[config.mk]
export PLATFORM = sky130hd
export DESIGN_NAME = divspread_mod
export DESIGN_NICKNAME = d
export VERILOG_FILES = /design/src/rtl/divspread_pkg.sv /design/src/rtl/divspread_pace.sv /design/src/rtl/divspread_ramp.sv /design/src/rtl/divspread_limit.sv /design/src/rtl/divspread_mod.sv
export SDC_FILE = /design/constraint.sdc
export NUM_CORES = 1
export LEC_CHECK = 0
export ABC_AREA = 0
export CORE_MARGIN = 2
export CORE_UTILIZATION = 58
export CTS_CLUSTER_SIZE = 30
export DETAILED_ROUTE_END_ITERATION = 16
export PLACE_DENSITY = 0.86
export SLEW_MARGIN = 10
export SYNTH_ARGS = -nofsm -noshare
export SYNTH_HDL_FRONTEND = slang
export SYNTH_HIERARCHICAL = 1
export SYNTH_SLANG_ARGS = --single-unit
[constraint.sdc]
create_clock -name clk -period 11.4 [get_ports clk]
set_input_delay 1.14 -clock clk [delete_from_list [all_inputs] [get_ports clk]]
set_output_delay 1.14 -clock clk [all_outputs]
set_load 0.03 [all_outputs]
[src/rtl/divspread_pkg.sv]
package divspread_pkg;
  typedef logic [47:0] calc_t;

  // steps per quarter: mantissa scaled by 2^min(exponent,3)
  function automatic calc_t peak_steps(calc_t mant, calc_t ex);
    return (ex > calc_t'(3)) ? (mant << 3) : (mant << ex);
  endfunction

  // ticks between steps, minus one
  function automatic calc_t pace_last(calc_t ex);
    return (ex > calc_t'(3)) ? ((calc_t'(1) << (ex - calc_t'(3))) - calc_t'(1)) : '0;
  endfunction

  function automatic calc_t peak_delta(calc_t mant, calc_t ex, calc_t step);
    return peak_steps(mant, ex) * step;
  endfunction

  // direction of a quarter: centre rises in 0 and 3, downspread rises in 2 and 3
  function automatic logic quarter_rises(logic [1:0] q, logic down);
    if (down) return q[1];
    return (q == 2'd0) || (q == 2'd3);
  endfunction

  function automatic logic spread_fits(calc_t m, calc_t dm, logic down, int frac_w,
                                       int lo_lim, int hi_lim);
    calc_t ms, lo, hi;
    ms = m << frac_w;
    lo = calc_t'(lo_lim) << frac_w;
    hi = calc_t'(hi_lim) << frac_w;
    if (down) return (ms >= lo + (dm << 1)) && (ms <= hi);
    return (ms >= lo + dm) && (ms + dm <= hi);
  endfunction
endpackage

[src/rtl/divspread_pace.sv]
module divspread_pace
  import divspread_pkg::*;
#(
  parameter int EXP_W = 3,
  parameter int CNT_W = 5
) (
  input  logic             clk,
  input  logic             rst_n,
  input  logic             load,
  input  logic             adv,
  input  logic [EXP_W-1:0] ex,
  output logic             stb
);
  logic [CNT_W-1:0] cnt_q;
  logic [CNT_W-1:0] lim;

  assign lim = CNT_W'(pace_last(calc_t'(ex)));
  assign stb = adv && (cnt_q == lim);

  always_ff @(posedge clk) begin
    if (!rst_n)      cnt_q <= '0;
    else if (load)   cnt_q <= '0;
    else if (adv)    cnt_q <= (cnt_q == lim) ? '0 : cnt_q + CNT_W'(1);
  end
endmodule

[src/rtl/divspread_ramp.sv]
module divspread_ramp
  import divspread_pkg::*;
#(
  parameter int Q_W    = 10,
  parameter int STEP_W = 20,
  parameter int OFS_W  = 33
) (
  input  logic                    clk,
  input  logic                    rst_n,
  input  logic                    load,
  input  logic                    stb,
  input  logic                    down,
  input  logic [Q_W-1:0]          q_steps,
  input  logic [STEP_W-1:0]       step,
  output logic signed [OFS_W-1:0] ofs,
  output logic signed [OFS_W-1:0] ofs_next,
  output logic                    last
);
  logic [Q_W-1:0]          sc_q;
  logic [1:0]              qtr_q;
  logic signed [OFS_W-1:0] ofs_q;
  logic signed [OFS_W-1:0] stepx;
  logic                    quarter_done;

  assign stepx        = $signed({{(OFS_W-STEP_W){1'b0}}, step});
  assign ofs_next     = quarter_rises(qtr_q, down) ? ofs_q + stepx : ofs_q - stepx;
  assign quarter_done = (sc_q == q_steps - Q_W'(1));
  assign last         = stb && quarter_done && (qtr_q == 2'd3);
  assign ofs          = ofs_q;

  always_ff @(posedge clk) begin
    if (!rst_n || load) begin
      ofs_q <= '0;
      sc_q  <= '0;
      qtr_q <= 2'd0;
    end else if (stb) begin
      ofs_q <= ofs_next;
      if (quarter_done) begin
        sc_q  <= '0;
        qtr_q <= qtr_q + 2'd1;
      end else begin
        sc_q  <= sc_q + Q_W'(1);
      end
    end
  end
endmodule

[src/rtl/divspread_limit.sv]
module divspread_limit
  import divspread_pkg::*;
#(
  parameter int M_W    = 11,
  parameter int MANT_W = 7,
  parameter int EXP_W  = 3,
  parameter int STEP_W = 20,
  parameter int SF_W   = 18,
  parameter int OFS_W  = 33,
  parameter int LO_LIM = 20,
  parameter int HI_LIM = 2045
) (
  input  logic [M_W-1:0]    m,
  input  logic [MANT_W-1:0] mant,
  input  logic [EXP_W-1:0]  ex,
  input  logic [STEP_W-1:0] step,
  input  logic              down,
  output logic [OFS_W-1:0]  dm,
  output logic              range_err
);
  calc_t dm_c;

  assign dm_c      = peak_delta(calc_t'(mant), calc_t'(ex), calc_t'(step));
  assign dm        = OFS_W'(dm_c);
  assign range_err = !spread_fits(calc_t'(m), dm_c, down, SF_W, LO_LIM, HI_LIM);
endmodule

[src/rtl/divspread_mod.sv]
module divspread_mod
  import divspread_pkg::*;
#(
  parameter int M_W    = 11,
  parameter int MANT_W = 7,
  parameter int EXP_W  = 3,
  parameter int SI_W   = 2,
  parameter int SF_W   = 18,
  parameter int OFS_IW = 14,
  parameter int LO_LIM = 20,
  parameter int HI_LIM = 2045
) (
  input  logic                   clk,
  input  logic                   rst_n,
  input  logic                   tick,
  input  logic                   en,
  input  logic                   down,
  input  logic [M_W-1:0]         m_in,
  input  logic [MANT_W-1:0]      mant,
  input  logic [EXP_W-1:0]       expo,
  input  logic [SI_W-1:0]        step_int,
  input  logic [SF_W-1:0]        step_frac,
  output logic [OFS_IW+SF_W:0]   mod_m,
  output logic                   ack,
  output logic                   range_err
);
  localparam int STEP_W = SI_W + SF_W;
  localparam int Q_W    = MANT_W + 3;
  localparam int OFS_W  = OFS_IW + SF_W + 1;
  localparam int PACE_W = ((1 << EXP_W) > 4) ? (1 << EXP_W) - 3 : 1;

  logic                    run_q;
  logic [M_W-1:0]          cm_q;
  logic [MANT_W-1:0]       cmant_q;
  logic [EXP_W-1:0]        cexp_q;
  logic [STEP_W-1:0]       cstep_q;
  logic                    cdown_q;

  logic [STEP_W-1:0]       live_step;
  logic                    start_evt;
  logic                    keep_on;
  logic                    adv;
  logic                    reload;
  logic                    step_stb;
  logic                    cyc_end_w;
  logic [Q_W-1:0]          q_steps;
  logic signed [OFS_W-1:0] ofs_w;
  logic signed [OFS_W-1:0] ofs_next_w;
  logic signed [OFS_W-1:0] base_w;

  logic [M_W-1:0]          act_m;
  logic [MANT_W-1:0]       act_mant;
  logic [EXP_W-1:0]        act_exp;
  logic [STEP_W-1:0]       act_step;
  logic                    act_down;
  logic [OFS_W-1:0]        dm_act;

  assign live_step = {step_int, step_frac};
  assign keep_on   = en && (mant != '0);
  assign start_evt = tick && !run_q && keep_on;
  assign adv       = tick && run_q;
  assign reload    = start_evt || (cyc_end_w && keep_on);

  always_ff @(posedge clk) begin
    if (!rst_n) begin
      run_q   <= 1'b0;
      cm_q    <= '0;
      cmant_q <= '0;
      cexp_q  <= '0;
      cstep_q <= '0;
      cdown_q <= 1'b0;
    end else begin
      if (start_evt)                  run_q <= 1'b1;
      else if (cyc_end_w && !keep_on) run_q <= 1'b0;
      if (reload) begin
        cm_q    <= m_in;
        cmant_q <= mant;
        cexp_q  <= expo;
        cstep_q <= live_step;
        cdown_q <= down;
      end
    end
  end

  assign q_steps = Q_W'(peak_steps(calc_t'(cmant_q), calc_t'(cexp_q)));

  divspread_pace #(.EXP_W(EXP_W), .CNT_W(PACE_W)) u_pace (
    .clk  (clk),
    .rst_n(rst_n),
    .load (reload),
    .adv  (adv),
    .ex   (cexp_q),
    .stb  (step_stb)
  );

  divspread_ramp #(.Q_W(Q_W), .STEP_W(STEP_W), .OFS_W(OFS_W)) u_ramp (
    .clk     (clk),
    .rst_n   (rst_n),
    .load    (reload),
    .stb     (step_stb),
    .down    (cdown_q),
    .q_steps (q_steps),
    .step    (cstep_q),
    .ofs     (ofs_w),
    .ofs_next(ofs_next_w),
    .last    (cyc_end_w)
  );

  assign act_m    = run_q ? cm_q    : m_in;
  assign act_mant = run_q ? cmant_q : mant;
  assign act_exp  = run_q ? cexp_q  : expo;
  assign act_step = run_q ? cstep_q : live_step;
  assign act_down = run_q ? cdown_q : down;

  divspread_limit #(
    .M_W(M_W), .MANT_W(MANT_W), .EXP_W(EXP_W), .STEP_W(STEP_W), .SF_W(SF_W),
    .OFS_W(OFS_W), .LO_LIM(LO_LIM), .HI_LIM(HI_LIM)
  ) u_limit (
    .m        (act_m),
    .mant     (act_mant),
    .ex       (act_exp),
    .step     (act_step),
    .down     (act_down),
    .dm       (dm_act),
    .range_err(range_err)
  );

  assign base_w = $signed({{(OFS_W-M_W-SF_W){1'b0}}, act_m, {SF_W{1'b0}}});
  assign mod_m  = base_w + ofs_w;
  assign ack    = run_q;
endmodule

== After elaboration in Yosys (flattened, before gate mapping) ==
Cells that the tools add are included.
Operators by class
  $add $sub $neg: 12
  $mul: 1
  $lt $le $gt $ge: 6
  eq/ne operators: 3
  shift-type cells: 3
  mux-type cells: 19
  bitwise operators: 1
  reduce and logical (&&, ||, !) cells: 23
Operator list (count)
  23-bit by 48-bit adder with 48-bit output, first input constant: 2
  29-bit by 48-bit greater-or-equal comparator with 1-bit output: 2
  29-bit by 48-bit adder with 48-bit output: 1
  48-bit by 29-bit <= comparator with 1-bit output, second input constant: 1
  48-bit by 20-bit multiplier with 48-bit output: 1
  48-bit two-way mux: 1
  1-bit by 48-bit left shift with 5-bit output, first input constant: 1
  7-bit by 3-bit left shift with 48-bit output: 1
  30-bit by 33-bit adder with 33-bit output: 1
  33-bit by 21-bit adder with 33-bit output: 1
  33-bit two-way mux: 1
  33-bit by 21-bit subtractor with 33-bit output: 1
  29-bit <= comparator, second input constant: 1
  10-bit two-way mux: 2
  20-bit two-way mux: 1
  1-bit logical AND: 11
  11-bit two-way mux: 1
  10-bit by 1-bit adder with 10-bit output, second input constant: 1
  10-bit equality test: 1
  5-bit two-way mux: 2
  7-bit by 3-bit left shift with 10-bit output: 1
  10-bit by 1-bit subtractor with 10-bit output, second input constant: 1
  1-bit two-way mux: 9
  7-bit two-way mux: 1
  other kinds (16): 22
Storage, ports and cells
  register bits: 93
  input bits: 46
  output and inout port bits: 35
  word-level logic and storage cells: 78

== Longest topological paths before layout ==
  word-level depth: 11
  mapped depth: 49
  mapped depth without buffers: 43

== Hierarchy ==
The synthesis kept the hierarchy.
Modules (own cells, without submodules)
  divspread_limit: times used 1, cells an instance 1457, area an instance 12300.5 sq um, sequential area each 0.0 sq um
  divspread_ramp: times used 1, cells an instance 605, area an instance 4625.7 sq um, sequential area each 900.9 sq um
  divspread_mod: times used 1, cells an instance 362, area an instance 2982.9 sq um, sequential area each 860.8 sq um
  divspread_pace: times used 1, cells an instance 63, area an instance 531.8 sq um, sequential area each 100.1 sq um

== Worst setup path after synthesis ==
OpenSTA, ideal clock, no wires.
  path type: flip-flop to output port
  from: register run_q (netlist: ack)
  to: output range_err
  arrival: 10.753 ns
  required time: 10.260 ns
  slack: -0.493 ns
  cell stages (with the launch flop): 45
  path buffers: 6
  cells stage by stage: dfxtp_1 > clkbuf_1 > buf_1 > mux2_2 > clkbuf_1 > clkbuf_1 > a22o_1 > a221o_1 > clkbuf_1 > and2_1 > fa_1 > fa_1 > inv_1 > fa_1 > inv_1 > fa_1 > inv_1 > fa_1 > (+9 left out) > nor3_1 > a211o_1 > xor2_1 > ha_1 > nor2b_1 > mux2_2 > nor3_1 > xnor2_1 > ha_1 > a21o_1 > a21o_1 > a21oi_1 > o2111a_1 > o31a_1 > a31oi_1 > o2111ai_1 > a211oi_1 > a32oi_1
On the way
  longest elaborated chain between the ends: 10
  elaborated cells on any way between the ends: 22
  those cells by class: 3 x add/sub; 1 x mul; 5 x order compare; 1 x shift; 9 x mux; 3 x reduce/logical
RTL lines
  from (decl): line divspread_mod.sv:32  | logic run_q;
  from (signal assigned): line divspread_mod.sv:66  | run_q <= 1'b0;
  from (signal assigned): line divspread_mod.sv:73  | if (start_evt) run_q <= 1'b1;
  from (signal assigned): line divspread_mod.sv:74  | else if (cyc_end_w && !keep_on) run_q <= 1'b0;
  3-bit two-way mux *: line divspread_mod.sv:111  | assign act_exp = run_q ? cexp_q : expo;
  net act_exp[0]: line divspread_mod.sv:53  | logic [EXP_W-1:0] act_exp;
  3-bit by 2-bit greater-than comparator with 1-bit output / 7-bit by 3-bit left shift with 48-bit output (equally long branches): line divspread_pkg.sv:6  | return (ex > calc_t'(3)) ? (mant << 3) : (mant << ex);
  48-bit two-way mux *: line divspread_pkg.sv:6
  48-bit by 20-bit multiplier with 48-bit output *: line divspread_pkg.sv:15  | return peak_steps(mant, ex) * step;
  net dm_act[20]: line divspread_mod.sv:56  | logic [OFS_W-1:0] dm_act;
  23-bit by 48-bit adder with 48-bit output: line divspread_pkg.sv:30  | if (down) return (ms >= lo + (dm << 1)) && (ms <= hi);
  29-bit by 48-bit greater-or-equal comparator with 1-bit output: line divspread_pkg.sv:30
  1-bit logical AND: line divspread_pkg.sv:30
  1-bit two-way mux: line divspread_pkg.sv:30
  1-bit two-way mux *: line divspread_pkg.sv:31  | return (ms >= lo + dm) && (ms + dm <= hi);
  1-bit zero test *: line divspread_limit.sv:25  | assign range_err = !spread_fits(calc_t'(m), dm_c, down, SF_W, LO_LIM, HI_LIM);
  to (decl): line divspread_mod.sv:25  | output logic range_err
Mark *: on every way through the listed nets, which the timed path passes. The rest lies on a longest branch. The select of a mux whose other input is x is not followed.

== Worst setup path in the final report ==
  from: input mant[1]
  to: output range_err
On the way
  longest elaborated chain between the ends: 10
  elaborated cells on any way between the ends: 15
  those cells by class: 3 x add/sub; 1 x mul; 3 x order compare; 1 x shift; 4 x mux; 3 x reduce/logical
RTL lines
  from (decl): line divspread_mod.sv:19  | input logic [MANT_W-1:0] mant,
  7-bit two-way mux *: line divspread_mod.sv:110  | assign act_mant = run_q ? cmant_q : mant;
  net act_mant[1]: line divspread_mod.sv:52  | logic [MANT_W-1:0] act_mant;
  7-bit by 3-bit left shift with 48-bit output: line divspread_pkg.sv:6
  48-bit two-way mux *: line divspread_pkg.sv:6
  48-bit by 20-bit multiplier with 48-bit output *: line divspread_pkg.sv:15
  net dm_act[20]: line divspread_mod.sv:56
  23-bit by 48-bit adder with 48-bit output: line divspread_pkg.sv:30
  29-bit by 48-bit greater-or-equal comparator with 1-bit output: line divspread_pkg.sv:30
  1-bit logical AND: line divspread_pkg.sv:30
  1-bit two-way mux: line divspread_pkg.sv:30
  1-bit two-way mux *: line divspread_pkg.sv:31
  1-bit zero test *: line divspread_limit.sv:25
Marks and branches as above.

==> results.sh <==
export IMPL_fin_util=0.717
export IMPL_hold_path_cell_count=2
export IMPL_slowest_stage="or4_4"
export IMPL_rrSetupSlack_ns=5.40
export IMPL_port_buffers=80
export IMPL_setup_slack_ns=-0.00236
export IMPL_worst_path_most_repeated_cell="fa_1"
export IMPL_status="finished with violations"
export IMPL_critPathArrivalTime_ns=10.26
export IMPL_placementRows=68
export IMPL_grt_first_pass_wirelength_um=95100
export IMPL_hold_class="register to register"
export IMPL_dieWidth_um=191
export IMPL_timing_slew_headroom=0.354
export IMPL_tns_ns=-0.00236
export IMPL_drc_errors=0
export IMPL_drt_initial_drc_count=1399
export IMPL_multi_input_area_um2=18000
export IMPL_rsz0062_at_grt="true"
export IMPL_setup_worst_path_class="input pin to output pin"
export IMPL_finalSetupViolCount=1
export IMPL_syn_inst=2465
export IMPL_slowest_delay_ns=0.55
export IMPL_wire_per_inst_um=18.3
export IMPL_cts_buffer_depth=2
export IMPL_hp_start="cm_q[8]$_SDFFE_PN0P_"
export IMPL_start_kind="input pin"
export IMPL_cts_sinks=93
export IMPL_core_area_um2=34500
export IMPL_crit_family="adder cells"
export IMPL_cts_tree="yes"
export IMPL_period_share=1.00
export IMPL_avgSynthCellArea_um2=8.23
export IMPL_h_tree_depth=3
export IMPL_whs_ns=0.453
export IMPL_violations="setup timing"
export IMPL_final_hold_viol_count=0
export IMPL_area_growth_pct=21.8
export IMPL_numCtsBuffers=9
export IMPL_cts_root_buf="clkbuf_16"
export IMPL_clock_latency_ns=0.37
export IMPL_r2r_cells=22
export IMPL_grt_use_total=0.319
export IMPL_critPathBufInv=7
export IMPL_tightest_slew_ns=0.967
export IMPL_dp_hpwl_um=46300
export IMPL_grt_overflow=0
export IMPL_hold_path_end="cm_q[8]$_SDFFE_PN0P_"
export IMPL_yosys_warnings=6
export IMPL_r2r_end="u_ramp/ofs[27]$_SDFFE_PP0P_"
export IMPL_endpoint_kind="output pin"
export IMPL_fin_nets=3300
export IMPL_min_period_ns=11.40
export IMPL_routed_wl_um=59600
export IMPL_seqCellArea_um2=1860
export IMPL_gp_congestion=0.976
export IMPL_fillCellCount=2503
export IMPL_antenna_found_initial=3
export IMPL_drive_gt1_frac=0.190
export IMPL_fmax_mhz=87.7
export IMPL_drtAntennaViolNets=0
export IMPL_ioPinCount=81
export IMPL_dr_total_vias=19600
export IMPL_finClkSkew_ns=0.00994
export IMPL_max_cap_violations=0
export IMPL_grt_max_degree=48
export IMPL_drtPass1Iterations=5
export IMPL_initial_core_util=0.589
export IMPL_required_ns=10.26
export IMPL_crit_path_max_fanout=6
export IMPL_maxSlewViolCount=0
export IMPL_synth_cell_area_um2=20300
export IMPL_clk_pin_slew_ns=0.06
export IMPL_r2r_start="cexp_q[0]$_SDFFE_PN0P_"
export IMPL_fp_dieH_um=191
export IMPL_die_area_um2=36500
export IMPL_grt_pass1_vias=20000
export IMPL_place_ws_ns=-0.609
export IMPL_via_per_inst=6.01
-- metal layers --
layer / global-route usage / up-vias / part of all wire
li1: - / 9002 / -
met1: 0.384 / 9549 / 0.39
met2: 0.576 / 822 / 0.51
met3: 0.0329 / 192 / 0.063
met4: 0.139 / 0 / 0.040
met5: 0 / - / 0
-- worst register-to-register path: stages, from the launching register on --
cell and delay, ns:
dfxtp_1 0.34, buf_4 0.21, ha_1 0.21, ha_1 0.34, or4_1 0.51, ha_1 0.26
a21oi_1 0.18, a21oi_2 0.06, or2_4 0.24, a211oi_2 0.20, o311a_4 0.28, and2_2 0.15
buf_4 0.46, o2111ai_1 0.40, nor2_1 0.34, o21bai_4 0.11, inv_2 0.05, buf_4 0.44
nand2b_1 0.18, buf_4 0.35, or3_1 0.22, mux2i_1 0.08, a311o_1 0.31
-- worst max path at each step --
stage	start	to	depth (start not counted)
after floorplan	expo[0]	range_err	39
after CTS	mant[4]	range_err	38
after global placement	expo[0]	range_err	40
after detailed placement	expo[0]	range_err	40
final	mant[1]	range_err	38
after global routing	mant[3]	range_err	41
-- per-stage QoR --
step                      instance area, um2  std cells
after CTS                              23900       3220
final                                  24700       3257
after global placement                 23200       3192
after global routing                   24700       3256
after floorplan                        20600       2544
after detailed placement               23200       3192
-- layout by cell type (no fill, tap or decap), drive strengths merged, types with 11 or more instances in the layout --
master         count
inv              304
nand2            290
buf              268
ha               244
fa               217
and2             126
a21oi            126
nor2             113
dfxtp             93
o21ai             82
conb              81
clkdlybuf4s50     69
xnor2             59
xor2              54
mux2              51
nand4             46
a21boi            46
nand3             43
nor3              39
mux2i             32
a211oi            29
a21o              28
nand2b            25
o21a              22
a31oi             21
nor2b             21
o211ai            20
and3              20
or3               17
clkbuf            15
a31o              14
or4               14
nor4              14
o21bai            11
-- timing repair --
action | 4_1_cts | 5_1_grt
resized for setup | 79 | 136
gates cloned | 2 | 1
hold buffers | 0 | 0
pin swaps | 43 | 100
hold endpoints to repair | 0 | 0
setup buffers | 10 | 33
endpoints found under the setup margin | 1 | 1
-- cell type report --
type / instances / area share
well taps: 455 / 0.0230
flip-flops and latches: 93 / 0.0754
multi-input cells: 2041 / 0.728
clock inverters: 4 / 0.00192
clock buffers: 12 / 0.00997
diodes: 4 / 0.000405
repair buffers: 344 / 0.115
inverters: 304 / 0.0462
-- registers in the layout (all words and copies together) (netlist names), 2 cells and up --
register	flops
u_ramp/sc_q	10
u_ramp/qtr_q	2
cexp_q	3
u_ramp/ofs	33
cm_q	11
cmant_q	7
u_pace/cnt_q	5
cstep_q	20
Power is not shown: default switching activity piles up to over one toggle a cycle in this logic, so the estimate is an artifact.
